## config.mk

```make
export PLATFORM = sky130hd
export DESIGN_NAME = ovf_flag_ctl
export DESIGN_NICKNAME = d
export VERILOG_FILES = /design/src/rtl/ovf_pkg.sv /design/src/rtl/ovf_pin_sync.sv /design/src/rtl/ovf_src_sel.sv /design/src/rtl/ovf_flag_ctl.sv
export SDC_FILE = /design/constraint.sdc
export NUM_CORES = 1
export LEC_CHECK = 0
export ABC_AREA = 1
export ABC_CLOCK_PERIOD_IN_PS = 1500
export BUFFER_PORTS_ARGS = -buffer_cell sky130_fd_sc_hd__buf_2
export CORE_AREA = 2 2 39 41
export CTS_BUF_LIST = sky130_fd_sc_hd__clkbuf_4
export DETAILED_ROUTE_END_ITERATION = 8
export DIE_AREA = 0 0 41 43
export PLACE_DENSITY_LB_ADDON = 0.2
export SYNTH_ARGS = -nofsm -noshare
export SYNTH_HDL_FRONTEND = slang
export SYNTH_SLANG_ARGS = --single-unit
```

## constraint.sdc

```tcl
create_clock -name clk -period 1.5 [get_ports clk]
set_input_delay 0.3 -clock clk [delete_from_list [all_inputs] [get_ports clk]]
set_output_delay 0.3 -clock clk [all_outputs]
set_load 0.005 [all_outputs]
```

## src/rtl/ovf_pkg.sv

```systemverilog
package ovf_pkg;

    typedef enum logic [2:0] {
        OP_NONE    = 3'd0,
        OP_CLRV    = 3'd1,
        OP_PULL    = 3'd2,
        OP_BITMEM  = 3'd3,
        OP_BITIMM  = 3'd4,
        OP_ARITH   = 3'd5,
        OP_MASKCLR = 3'd6,
        OP_MASKSET = 3'd7
    } ovf_op_e;

    typedef struct packed {
        logic v;
    } ovf_state_t;

    typedef struct packed {
        logic wr_en;
        logic wr_val;
    } ovf_write_t;

endpackage

```

## src/rtl/ovf_pin_sync.sv

```systemverilog
module ovf_pin_sync #(
    parameter int STAGES = 2
) (
    input  logic clk,
    input  logic rst_n,
    input  logic pin_n,
    output logic fall_pulse
);
    localparam int CHAIN_W = STAGES + 1;

    logic [CHAIN_W-1:0] chain_d, chain_q;

    always_comb begin
        chain_d = {chain_q[CHAIN_W-2:0], pin_n};
    end

    always_ff @(posedge clk or negedge rst_n) begin
        if (!rst_n) chain_q <= '1;
        else        chain_q <= chain_d;
    end

    assign fall_pulse = chain_q[CHAIN_W-1] & ~chain_q[CHAIN_W-2];

    AST_FALL_SINGLE: assert property (@(posedge clk) disable iff (!rst_n)
        fall_pulse |=> !fall_pulse) else $error("pulse lasted two cycles");

endmodule

```

## src/rtl/ovf_src_sel.sv

```systemverilog
module ovf_src_sel
    import ovf_pkg::*;
#(
    parameter int DATA_W = 16,
    parameter int BYTE_W = 8,
    parameter int OVF_BIT = 6
) (
    input  ovf_op_e              op,
    input  logic [DATA_W-1:0]    data_in,
    input  logic                 alu_ovf,
    input  logic [BYTE_W-1:0]    pull_byte,
    input  logic                 wide_mode,
    output ovf_write_t           wr
);
    localparam int WIDE_IDX = BYTE_W + OVF_BIT;

    logic narrow_tap, wide_tap, test_tap;
    logic unused_ok;

    assign narrow_tap = data_in[OVF_BIT];

    generate
        if (DATA_W > WIDE_IDX) begin : g_wide
            assign wide_tap = data_in[WIDE_IDX];
        end else begin : g_narrow_only
            assign wide_tap = data_in[OVF_BIT];
        end
    endgenerate

    assign test_tap  = wide_mode ? wide_tap : narrow_tap;
    assign unused_ok = ^{data_in, pull_byte};

    always_comb begin
        wr = '{wr_en: 1'b0, wr_val: 1'b0};
        unique case (op)
            OP_CLRV:    wr = '{wr_en: 1'b1, wr_val: 1'b0};
            OP_PULL:    wr = '{wr_en: 1'b1, wr_val: pull_byte[OVF_BIT]};
            OP_BITMEM:  wr = '{wr_en: 1'b1, wr_val: test_tap};
            OP_ARITH:   wr = '{wr_en: 1'b1, wr_val: alu_ovf};
            OP_MASKCLR: wr = '{wr_en: narrow_tap, wr_val: 1'b0};
            OP_MASKSET: wr = '{wr_en: narrow_tap, wr_val: 1'b1};
            default:    wr = '{wr_en: 1'b0, wr_val: 1'b0};
        endcase
    end

endmodule

```

## src/rtl/ovf_flag_ctl.sv

```systemverilog
module ovf_flag_ctl
    import ovf_pkg::*;
#(
    parameter int DATA_W = 16,
    parameter int BYTE_W = 8,
    parameter int OVF_BIT = 6,
    parameter int SYNC_STAGES = 2
) (
    input  logic              clk,
    input  logic              rst_n,
    input  logic [2:0]        op_cls,
    input  logic [DATA_W-1:0] data_in,
    input  logic              alu_ovf,
    input  logic [BYTE_W-1:0] pull_byte,
    input  logic              wide_mode,
    input  logic              set_ovf_n,
    output logic              v_flag
);
    localparam int WIDE_IDX = BYTE_W + OVF_BIT;

    ovf_op_e    op;
    ovf_write_t wr;
    ovf_state_t st_d, st_q;
    logic       pin_fall;

    assign op = ovf_op_e'(op_cls);

    ovf_pin_sync #(.STAGES(SYNC_STAGES)) i_sync (
        .clk        (clk),
        .rst_n      (rst_n),
        .pin_n      (set_ovf_n),
        .fall_pulse (pin_fall)
    );

    ovf_src_sel #(.DATA_W(DATA_W), .BYTE_W(BYTE_W), .OVF_BIT(OVF_BIT)) i_sel (
        .op        (op),
        .data_in   (data_in),
        .alu_ovf   (alu_ovf),
        .pull_byte (pull_byte),
        .wide_mode (wide_mode),
        .wr        (wr)
    );

    // Hardware set is applied last so it wins over any instruction write.
    always_comb begin
        st_d = st_q;
        if (wr.wr_en) st_d.v = wr.wr_val;
        if (pin_fall) st_d.v = 1'b1;
    end

    always_ff @(posedge clk or negedge rst_n) begin
        if (!rst_n) st_q <= '{v: 1'b0};
        else        st_q <= st_d;
    end

    assign v_flag = st_q.v;

    AST_CLEAR_V: assert property (@(posedge clk) disable iff (!rst_n)
        (op == OP_CLRV && !pin_fall) |=> !v_flag) else $error("clear failed");
    AST_PULL_LOAD: assert property (@(posedge clk) disable iff (!rst_n)
        (op == OP_PULL && !pin_fall) |=> (v_flag == $past(pull_byte[OVF_BIT]))) else $error("pull");
    AST_BIT_NARROW: assert property (@(posedge clk) disable iff (!rst_n)
        (op == OP_BITMEM && !wide_mode && !pin_fall) |=> (v_flag == $past(data_in[OVF_BIT]))) else $error("bit8");
    generate
        if (DATA_W > WIDE_IDX) begin : g_wide_chk
            AST_BIT_WIDE: assert property (@(posedge clk) disable iff (!rst_n)
                (op == OP_BITMEM && wide_mode && !pin_fall) |=> (v_flag == $past(data_in[WIDE_IDX]))) else $error("bit16");
        end
    endgenerate
    AST_IMM_HOLD: assert property (@(posedge clk) disable iff (!rst_n)
        (op == OP_BITIMM && !pin_fall) |=> $stable(v_flag)) else $error("imm");
    AST_ARITH_LOAD: assert property (@(posedge clk) disable iff (!rst_n)
        (op == OP_ARITH && !pin_fall) |=> (v_flag == $past(alu_ovf))) else $error("arith");
    AST_MASK_CLEAR: assert property (@(posedge clk) disable iff (!rst_n)
        (op == OP_MASKCLR && data_in[OVF_BIT] && !pin_fall) |=> !v_flag) else $error("mclr");
    AST_MASK_SET: assert property (@(posedge clk) disable iff (!rst_n)
        (op == OP_MASKSET && data_in[OVF_BIT]) |=> v_flag) else $error("mset");
    AST_PIN_WINS: assert property (@(posedge clk) disable iff (!rst_n)
        pin_fall |=> v_flag) else $error("pin");
    AST_IDLE_HOLD: assert property (@(posedge clk) disable iff (!rst_n)
        (op == OP_NONE && !pin_fall) |=> $stable(v_flag)) else $error("idle");

endmodule

```

; After elaboration in Yosys (flattened, before gate mapping)
; Index checks and enable logic that the tools add are counted.
[classes]
eq_ne = 6
mux = 4
bitwise_logic = 2
n_reduce_logical = 1
[ops]
columns = cell, n
row1 = 2-bit one-hot mux with 6 select lines, 1
row2 = "3-bit equality test, second input constant", 3
row3 = "3-bit by 2-bit equality test with 1-bit output, second input constant", 2
row4 = "3-bit by 1-bit equality test with 1-bit output, second input constant", 1
row5 = 1-bit two-way mux, 3
row6 = 2-bit nonzero test, 1
row7 = 1-bit AND, 1
row8 = 1-bit NOT, 1
[word_totals]
register_bits = 4
out_inout_bits = 1
wordCells = 15

; Logic depth before layout (Yosys ltp)
; Gate-level depths: netlist of the first run.
[depth]
ltp_word = 4
ltp_mapped = 7
depth_no_buf = 7

; Cells and area by module
; From an unflattened synthesis of the first run, not the netlist that was laid out.
[hier_totals]
hier_cells = 32
hier_area_um2 = 222.7
[by_module_without_submodules]
columns = mod, instances, cells_per_inst, area_per_inst_um2
row1 = ovf_pin_sync, 1, 5, 88.8
row2 = ovf_src_sel, 1, 21, 81.3
row3 = ovf_flag_ctl, 1, 6, 52.6

; Worst setup path before layout of the first run
; No wires, ideal clock.
[synth_path]
path_type = register to register
from = register v_flag (netlist name)
to = register st_q, in the netlist v_flag
arrival_ps = 639
setup_slack_ps = 745
path_stages_with_launch = 7
cell_sequence = dfrtp_1 inv_1 nand2_1 nand2_1 nand2_1 nand2_1 nand2_1
[synth_rtl]
columns = item, line
row1 = end signal: assignment, ovf_flag_ctl.sv:52  ; if (!rst_n) st_q <= '{v: 1'b0};
row2 = end signal: assignment, ovf_flag_ctl.sv:53  ; else st_q <= st_d;
row3 = end: declaration, ovf_flag_ctl.sv:23  ; ovf_state_t st_d, st_q;

; Worst setup path in the final report of the first run
[layout_path]
from = register st_q, in the netlist v_flag
to = output port v_flag
[layout_rtl]
columns = item, line
row1 = end: declaration, ovf_flag_ctl.sv:17  ; output logic v_flag
; No word-level cell between the ends.

==> metrics.md, run 1 <==
| Metric | Value |
|---|---|
| Setup TNS | 0 ns |
| Share of cells above drive strength 1 | 0.396 |
| Netlist cell types | 8 |
| Max-cap violations | 0 |
| GR Util All Layers | 0.0484 |
| CTS root buf | clkbuf_4 |
| Fill cells | 177 |
| WP buf/inv | 1 |
| Relative slew slack | 0.933 |
| Hold Fails Final Rpt | 0 |
| Initial antenna violation count | 0 |
| Die Height | between 40 and 50 um |
| Syn Area/Cell | approximately 6.6 sq um |
| FP Rows | 14 |
| Clock buffer depth | 2 |
| CP Capture Type | primary output |
| Routed len/inst | approximately 6.4 um |
| Synth Register Bits | 4 |
| Routed vias/inst | around 3.4 |
| Pleak | roughly 0.0002 uW |
| Clock transition at path regs | around 0.040 ns |
| WS Path Type | register to primary output |
| Final setup vio count | 0 |
| Core area | between 1000 and 1500 sq um |
| Power consumption | 332 uW |
| Clock skew | between 0.007 and 0.008 ns |
| Largest cells by area after synthesis | dfstp_2, nand2_1, inv_1 |
| Hold depth | 1 |
| H-tree level count | 1 |
| CTS Buf Count | 3 |
| Status | finished clean |
| Die Area | about 1800 sq um |
| Drt pass-1 iters | 2 |
| Worst R2R Start | v_flag |
| Syn Inst Count | 32 |
| Yosys Warn Count | 0 |
| Largest stage delay on the critical path | 0.36 ns |
| CTS tree | built |
| RSZ-0062 raised after global routing | no |
| DRC errors left | 0 |
| Worst min path class | input port to register |
| Post-CTS setup buffer count | 0 |
| IR drop worst, VDD | 0.365 mV |
| Max-slew violation count | 0 |
| Remaining antenna violation count after routing | 0 |
| Io pins | 33 |
| Pin count of the biggest net entering global routing | 6 |
| Cts repair resizes | 0 |
| Worst slew pin tran | ~0.10 ns |
| Post-Layout Cell Count | 64 |
| Syn Nets | 64 |
| Clock latency on the worst-skew pair | about 0.23 ns |
| Startpoint types | register |
| Starting density of the core | 0.154 |
| Critical path peak fanout | 2 |
| Area share of the largest cell type after synthesis | 0.371 |
| Die span in x | a little over 40 um |
| Crit Reg-Reg Endpoint | v_flag |
| Ant. Diodes | 0 |
| Worst EP arrival | between 0.7 and 0.8 ns |
| GRT Residual Overflow | 0 |
| Fmax | 0.978 GHz |
| Total routed wirelength | 412 um |
| R2R Setup Slk | ~0.74 ns |
| Worst R2R Path Depth | 6 |
| Vias in the first global route | 164 |
| DR vias | 216 |
| Slowest-stage cell, CP | dfrtp_1 |
| Commonest cells after routing, fill and taps aside | nand2_1, buf_2, inv_1 |
| Gpl congestion | 0.524 |
| P&R area growth vs syn | 54.1% |
| Initial DRC Count | 1 |
| Port bufs | 11 |
| Worst-case hold path end point | i_sync.chain_q[0] |
| Fin crit share | 0.681 |
| Most common cell after layout, fill and taps aside | nand2_1 |
| Post-synthesis sequential area ratio | 0.488 |
| First-pass GRT wire length | between 500 and 600 um |
| # clock sinks | 4 |
| CP delay by family, top | flip-flops |
| DP Area | between 200 and 300 sq um |
| PD cells | 1010 nW/um^2 |
| Nets@finish | 81 |
| Hold Crit Start | set_ovf_n |
| Post-Place Cells | 59 |
| Worst EP required | roughly 1.2 ns |
| Mapped Area | approximately 210 sq um |
| Hpwl dp | 333 um |
| Yosys top cell by area | dfstp_2 |
| Design Area, Final | approximately 330 sq um |
| Cell Chain, Critical Path | buf_2 |
| Min Tclk post-route | 1.02 ns |
-- sequential cells by signal, indices dropped and copies added, names as in the netlist --
name and flops:
i_sync.chain_q 3, v_flag 1
-- stage by stage --
step	setup slack (ns)	hold slack (ns)	util
4_1_cts	0.461	0.151	0.237
6_report	0.478	0.164	0.237
3_5_place_dp	0.573	0.107	0.208
5_1_grt	0.447	0.150	0.237
2_1_floorplan	0.745	0.00441	-
3_3_place_gp	0.570	0.108	0.208
-- repair_timing --
action | in CTS | in global routing
setup endpoints to repair | 0 | 0
hold buffers | 1 | 0
hold endpoints to repair | 1 | 0
-- per-layer routing --
layer  track usage  up-vias  wire [um]
met2        0.0688       10        174
li1              -      123          -
met1        0.0456       83        190
met4        0.0600        0          0
met3        0.0157        0         48
met5             0        -          0
-- synthesized netlist by cell type --
cell,number
inv_2,1
nor2_1,1
dfstp_2,3
a21oi_1,1
dfrtp_1,1
inv_1,7
nand2_1,16
nand3_1,2
-- logic make-up (layout without fill, tap and decap cells) --
family / Yosys count / in the layout / share of synthesized area
flip-flops: 4 / 4 / 0.488
AO/OA/AOI/OAI: 1 / 1 / 0.0235
buffers and inverters: 8 / 24 / 0.141
AND/OR/NAND/NOR: 19 / 19 / 0.347
-- worst max-delay path by stage --
| stage | from | slack (ns) | cells past startpoint | end |
|---|---|---|---|---|
| 2_1_floorplan | v_flag | 0.74 | 6 | v_flag |
| 6_report | v_flag | 0.48 | 1 | v_flag |
| 3_5_place_dp | op_cls[0] | 0.57 | 8 | v_flag |
| 3_3_place_gp | op_cls[0] | 0.57 | 8 | v_flag |
| 4_1_cts | v_flag | 0.46 | 1 | v_flag |
| 5_1_grt | v_flag | 0.45 | 1 | v_flag |
-- layout make-up --
cell class | count | area (sq um) | share of cell area
flip-flops and latches | 4 | 104 | 0.317
repair buffers | 12 | 65.1 | 0.198
inverters | 8 | 30.0 | 0.0916
clock buffers | 4 | 30.0 | 0.0916
multi-input cells | 20 | 78.8 | 0.240
well taps | 16 | 20.0 | 0.0611
-- power breakdown --
group	internal [uW]	switching (uW)	leakage, uW
clock	118	44.9	0.0000184
combinational	23.6	23.6	0.000139
sequential	119	2.95	0.0000430
total	261	71.5	0.000200
Note: power is estimated with default switching activity, not from simulation.
==> run 2: changes to the inputs <==
- ABC_AREA: 1 -> 0
- ABC_CLOCK_PERIOD_IN_PS: 1500 -> 1050
- clock period: 1.5 -> 1.05 ns (I/O delays scaled with it)
==> metrics.md, run 2 <==
| Metric | Value |
|---|---|
| Clock skew | 0.00519 ns (was 0.00716 ns) |
| Yosys top cell by area | dfstp_2 (unchanged) |
| Ant. Diodes | 0 (unchanged) |
| Pin count of the biggest net entering global routing | 5 (was 6) |
| # clock sinks | 4 (unchanged) |
| Clock latency on the worst-skew pair | 0.23 ns (about the same) |
| Area share of fa/ha/maj cells after synthesis | 0 (unchanged) |
| Pleak | 0.000145 uW (was 0.000200 uW) |
| Routed len/inst | 8.74 um (was 6.44 um) |
| Largest cells by area after synthesis | dfstp_2, dfrtp_1, nor2b_1 (was dfstp_2, nand2_1, inv_1) |
| Worst EP required | 1.15 ns (was 1.20 ns) |
| Die Height | 43 um (unchanged) |
| Max-cap violations | 0 (unchanged) |
| Initial antenna violation count | 0 (unchanged) |
| DR vias | 181 (was 216) |
| Post-CTS setup buffer count | 0 (unchanged) |
| CTS root buf | clkbuf_4 (unchanged) |
| Worst slew pin tran | 0.483 ns (was 0.0999 ns) |
| Mapped Area | 183 sq um (was 213 sq um) |
| Remaining antenna violation count after routing | 0 (unchanged) |
| Die Area | 1760 sq um (unchanged) |
| Drt pass-1 iters | 1 (was 2) |
| DP Area | 258 sq um (was 288 sq um) |
| CP Capture Type | register (was primary output) |
| R2R Setup Slk | 0.02 ns (was 0.74 ns) |
| Initial DRC Count | 0 (was 1) |
| CTS Buf Count | 3 (unchanged) |
| Post-synthesis mux area share | 0.0548 (was 0) |
| Min Tclk post-route | 1.03 ns |
| Most common cell after layout, fill and taps aside | buf_2 (was nand2_1) |
| Critical path peak fanout | 3 (was 2) |
| Worst setup startpoint | v_flag (unchanged) |
| Design Area, Final | 305 sq um (was 328 sq um) |
| Post-synthesis sequential area ratio | 0.568 (was 0.488) |
| Vias in the first global route | 172 (was 164) |
| PD cells | 1520 nW/um^2 (was 1010 nW/um^2) |
| Total routed wirelength | 411 um (was 412 um) |
| Startpoint types | register (unchanged) |
| Fin crit share | 0.983 |
| Share of cells above drive strength 1 | 0.613 (was 0.396) |
| First-pass GRT wire length | 586 um (was 538 um) |
| Compound-cell area share of the yosys netlist | 0.192 (was 0.0235) |
| Worst R2R Start | v_flag (unchanged) |
| Main flop type after synthesis | dfstp_2 (unchanged) |
| Core area | 1380 sq um (unchanged) |
| GRT Residual Overflow | 0 (unchanged) |
| WS Path Type | register to register (was register to primary output) |
| Starting density of the core | 0.132 (was 0.154) |
| Synth Register Bits | 4 (unchanged) |
| Clock transition at path regs | 0.04 ns (about the same) |
| Synth Area in Simple Gates | 0.123 (was 0.347) |
| EDFF count, synth | 0 (unchanged) |
| FFs w/ async S/R, synth | 1.00 (unchanged) |
| Syn Area/Cell | 12.2 sq um (was 6.65 sq um) |
| Hold Fails Final Rpt | 0 (unchanged) |
| Die span in x | 41 um (unchanged) |
| Yosys Warn Count | 0 (unchanged) |
| Largest Register | i_sync.chain_q (unchanged) |
| Relative slew slack | 0.670 (was 0.933) |
| Status | finished clean (unchanged) |
| GR Util All Layers | 0.0525 (was 0.0484) |
| DRC errors left | 0 (unchanged) |
| Post-synth top cells | dfstp_2, inv_1, nor2b_1 (was nand2_1, inv_1, dfstp_2) |
| Clock buffer depth | 2 (unchanged) |
| Routed vias/inst | 3.85 (was 3.38) |
| Fmax | approximately 0.97 GHz |
| P&R area growth vs syn | 67.1% (was 54.1%) |
| RSZ-0062 raised after global routing | yes (was no) |
| Worst min path class | input port to register (unchanged) |
| Gpl congestion | 0.506 (was 0.524) |
| Commonest cells after routing, fill and taps aside | buf_2, clkbuf_4, inv_1, dfstp_2, nor2b_1 (was nand2_1, buf_2, inv_1) |
| Hold Crit Start | set_ovf_n (unchanged) |
| Worst EP arrival | 1.13 ns (was 0.72 ns) |
| Max-slew violation count | 0 (unchanged) |
| Post-Layout Cell Count | 47 (was 64) |
| IR drop worst, VDD | 0.601 mV (was 0.365 mV) |
| Synth Area in XOR/XNOR | 0 (unchanged) |
| Syn Inst Count | 15 (was 32) |
| Post-Place Cells | 42 (was 59) |
| Area share of the largest cell type after synthesis | 0.432 (was 0.371) |
| Netlist cell types | 10 (was 8) |
| Final setup vio count | 0 (unchanged) |
| CTS tree | built (unchanged) |
| Max reg flops | 3 (unchanged) |
| H-tree level count | 1 (unchanged) |
| Port bufs | 11 (unchanged) |
| Syn Nets | 47 (was 64) |
| Main combinational cell family by area after synthesis | compound AO/OA/AOI/OAI gates (was simple AND/OR/NAND/NOR gates) |
| Nets@finish | 64 (was 81) |
| Io pins | 33 (unchanged) |
| FP Rows | 14 (unchanged) |
[run 2: cell types whose count changed in the layout (fill, tap and decap cells not counted), sizes merged]
| cell | previous run | this run |
|---|---|---|
| a21oi | 1 | 0 |
| o32ai | 0 | 1 |
| mux2i | 0 | 1 |
| nand3 | 2 | 0 |
| a31o | 0 | 1 |
| inv | 8 | 3 |
| nor2b | 0 | 2 |
| nand2 | 16 | 0 |
| nor2 | 1 | 0 |
| nor4bb | 0 | 1 |
| a311oi | 0 | 1 |
| a2111oi | 0 | 1 |
[run 2: worst max-delay path, stage by stage, from the launching register on]
cell	delay (ns)
dfrtp_1	0.39
nor2b_1	0.13
a311oi_1	0.26
o32ai_2	0.12
[run 2: metal layers]
metal	track usage	wire [um]	up-vias
met4	0.0600	0	0
met3	0.0157	64	0
met2	0.0688	178	12
met5	0	0	-
li1	-	-	89
met1	0.0590	168	80
[run 2: layout make-up]
type	instances	area (sq um)
flip-flops and latches	4	104
clock buffers	4	30.0
fillers	155	1080
well taps	16	20.0
inverters	3	11.3
repair buffers	12	65.1
multi-input cells	8	75.1
[run 2: path summary, 6_finish.rpt]
| path | to | depth (start not counted) |
|---|---|---|
| max in group asynchronous | i_sync.chain_q[2] | 2 |
| max reg2reg | v_flag | 3 |
| min reg2reg | i_sync.chain_q[1] | 0 |
| min | i_sync.chain_q[0] | 1 |
| max | v_flag | 3 |
| min in group asynchronous | v_flag | 2 |
[run 2: timing repair]
action | 4_1_cts | 5_1_grt
hold endpoints to repair | 4 | 0
setup endpoints to repair | 0 | 1
gates resized for setup | 0 | 1
hold buffers | 1 | 0
[run 2: power breakdown]
group,switching [uW],internal [uW]
Sequential,6.02,170
Clock,61.8,168
Combinational,24.2,34.9
[run 2: metrics by stage]
step	total power (uW)	setup slack, ns	hold WS (ns)	util	setup TNS, ns
detailed placement	230	-0.147	0.0152	0.186	-0.147
floorplan	196	0.0968	-0.0856	-	0
finish	465	0.0181	0.0757	0.221	0
CTS	475	0.0220	0.0650	0.215	0
global route	501	-0.0512	0.0645	0.221	-0.0512
global placement	227	-0.119	0.0122	0.186	-0.119
[run 2: cell families (layout without fill, tap and decap cells)]
| family | Yosys count | after routing |
|---|---|---|
| AOI/OAI and AO/OA | 4 | 4 |
| buffers and inverters | 3 | 19 |
| DFF | 4 | 4 |
| and+or+nand+nor | 3 | 3 |
| muxes | 1 | 1 |
==> run 3: changes to the inputs <==
- CELL_PAD_IN_SITES_DETAIL_PLACEMENT: unset -> 2
- CELL_PAD_IN_SITES_GLOBAL_PLACEMENT: unset -> 2
- CORE_AREA: 2 2 39 41 -> unset
- CORE_UTILIZATION: unset -> 11
- DIE_AREA: 0 0 41 43 -> unset
==> metrics.md, run 3 (same netlist as run 2, synthesis figures left out) <==
| Metric | Value |
|---|---|
| Worst R2R Path Depth | 3 (unchanged) |
| Worst min path class | input port to register (unchanged) |
| Remaining antenna violation count after routing | 0 (unchanged) |
| Ant. Diodes | 0 (unchanged) |
| CTS root buf | clkbuf_4 (unchanged) |
| Max-cap violations | 0 (unchanged) |
| # clock sinks | 4 (unchanged) |
| H-tree level count | 1 (unchanged) |
| Routed len/inst | 11.0 um (was 8.74 um) |
| Worst EP arrival | 1.13 ns (about the same) |
| Fill cells | 189 (was 155) |
| Largest Register | i_sync.chain_q (unchanged) |
| Final worst slack | 0.0192 ns (was 0.0181 ns) |
| Design Area, Final | 312 sq um (was 305 sq um) |
| Clock latency on the worst-skew pair | 0.24 ns (was 0.23 ns) |
| Die span in x | 42.8 um (was 41 um) |
| Io pins | 33 (unchanged) |
| Post-place setup slack | -0.166 ns (was -0.147 ns) |
| Crit Reg-Reg Endpoint | v_flag (unchanged) |
| Pin count of the biggest net entering global routing | 5 (unchanged) |
| Port bufs | 11 (unchanged) |
| Worst R2R Start | v_flag (unchanged) |
| Total routed wirelength | 526 um (was 411 um) |
| IR drop worst, VDD | 0.548 mV (was 0.601 mV) |
| GR Util All Layers | 0.0710 (was 0.0525) |
| Worst-case hold path end point | i_sync.chain_q[0] (unchanged) |
| FP Rows | 14 (unchanged) |
| Relative slew slack | 0.684 (was 0.670) |
| Share of cells above drive strength 1 | 0.625 (was 0.613) |
| Clock transition at path regs | 0.04 ns (about the same) |
| Initial antenna violation count | 0 (unchanged) |
| Pleak | 0.000148 uW (was 0.000145 uW) |
| Core area | 1520 sq um (was 1380 sq um) |
| Worst setup startpoint | v_flag (unchanged) |
| WS Path Type | register to register (unchanged) |
| CP Capture Type | register (unchanged) |
| CTS tree | built (unchanged) |
| Drt pass-1 iters | 2 (was 1) |
| DP Area | 265 sq um (was 258 sq um) |
| Hold depth | 1 (unchanged) |
| CTS Buf Count | 3 (unchanged) |
| Clock skew | 0.00839 ns (was 0.00519 ns) |
| Worst EP required | 1.15 ns (about the same) |
| Nets@finish | 65 (was 64) |
| Startpoint types | register (unchanged) |
| First-pass GRT wire length | 876 um (was 586 um) |
| RSZ-0062 raised after global routing | yes (unchanged) |
| DR vias | 187 (was 181) |
| Routed vias/inst | 3.90 (was 3.85) |
| PD cells | 1520 nW/um^2 (about the same) |
| Most common cell after layout, fill and taps aside | buf_2 (unchanged) |
| Fmax | 0.970 GHz (was 0.969 GHz) |
| Post-CTS setup buffer count | 0 (unchanged) |
| Die Height | 42.8 um (was 43 um) |
| Fin crit share | 0.982 (was 0.983) |
| Starting density of the core | 0.120 (was 0.132) |
| Gpl congestion | 0.715 (was 0.506) |
| Hold Fails Final Rpt | 0 (unchanged) |
| Die Area | 1830 sq um (was 1760 sq um) |
| R2R Setup Slk | 0.02 ns (about the same) |
| Setup TNS | 0 ns (unchanged) |
| P&R area growth vs syn | 70.5% (was 67.1%) |
| Min Tclk post-route | 1.03 ns (about the same) |
| Vias in the first global route | 232 (was 172) |
| Hold Crit Start | set_ovf_n (unchanged) |
| Initial DRC Count | 6 (was 0) |
| Critical path peak fanout | 3 (unchanged) |
| Commonest cells after routing, fill and taps aside | buf_2, clkbuf_4, inv_1, dfstp_2, nor2b_1 (unchanged) |
| GRT Residual Overflow | 0 (unchanged) |
| Post-Layout Cell Count | 48 (was 47) |
| Clock buffer depth | 2 (unchanged) |
| Post-Place Cells | 43 (was 42) |
| Max reg flops | 3 (unchanged) |
| Worst slew pin tran | 0.462 ns (was 0.483 ns) |
| DRC errors left | 0 (unchanged) |
| Final setup vio count | 0 (unchanged) |
| Status | finished clean (unchanged) |
| Max-slew violation count | 0 (unchanged) |
run 3: cell types whose count changed in the layout (fill, tap and decap cells not counted):
cell,previous run,this run
buf_4,0,1
nor4bb_1,1,0
nor4bb_2,0,1
o32ai_1,0,1
o32ai_2,1,0
run 3: worst max-delay path by stage:
stage	to	depth (start not counted)	slack [ns]
6_report	v_flag	3	0.02
5_1_grt	v_flag	3	-0.03
4_1_cts	v_flag	3	0.001
3_5_place_dp	v_flag	4	-0.17
3_3_place_gp	v_flag	4	-0.18
2_1_floorplan	v_flag	3	0.1
run 3: timing repair:
item,CTS,global route
endpoints found under the setup margin,1,1
hold endpoints to repair,4,0
pin swaps,1,0
resized for setup,0,1
hold buffers,1,0
run 3: final cells by class:
type	instances	area [sq um]	share of cell area
Sequential cell	4	104	0.333
Clock buffer	4	30.0	0.0964
Tap cell	16	20.0	0.0643
Multi-Input combinational cell	8	73.8	0.237
Timing Repair Buffer	13	72.6	0.233
Inverter	3	11.3	0.0361
run 3: stage by stage:
stage               power (uW)   util  hold WS (ns)
floorplan                  196      -       -0.0856
global route               521  0.204        0.0525
global placement           233  0.174        0.0138
detailed placement         236  0.174        0.0183
CTS                        492  0.200        0.0685
finish                     475  0.204        0.0798
run 3: per-layer routing:
layer | vias to the layer above | wire length (um) | global-route usage
li1 | 90 | - | -
met1 | 86 | 214 | 0.0596
met2 | 11 | 251 | 0.106
met3 | 0 | 60 | 0.0468
met4 | 0 | 0 | 0.0750
met5 | - | 0 | 0
run 3: worst max-delay path, cell delays in order (launching register included):
cell      delay, ns
dfrtp_1        0.40
nor4bb_2       0.27
a31o_1         0.13
o32ai_1        0.09
run 3: where the power goes:
| part | leakage, uW | total, uW | switching [uW] | internal, uW |
|---|---|---|---|---|
| logic | 0.0000868 | 61.4 | 25.8 | 35.6 |
| clock network | 0.0000184 | 237 | 67.9 | 169 |
| registers | 0.0000425 | 177 | 7.05 | 170 |
| total | 0.000148 | 475 | 101 | 374 |
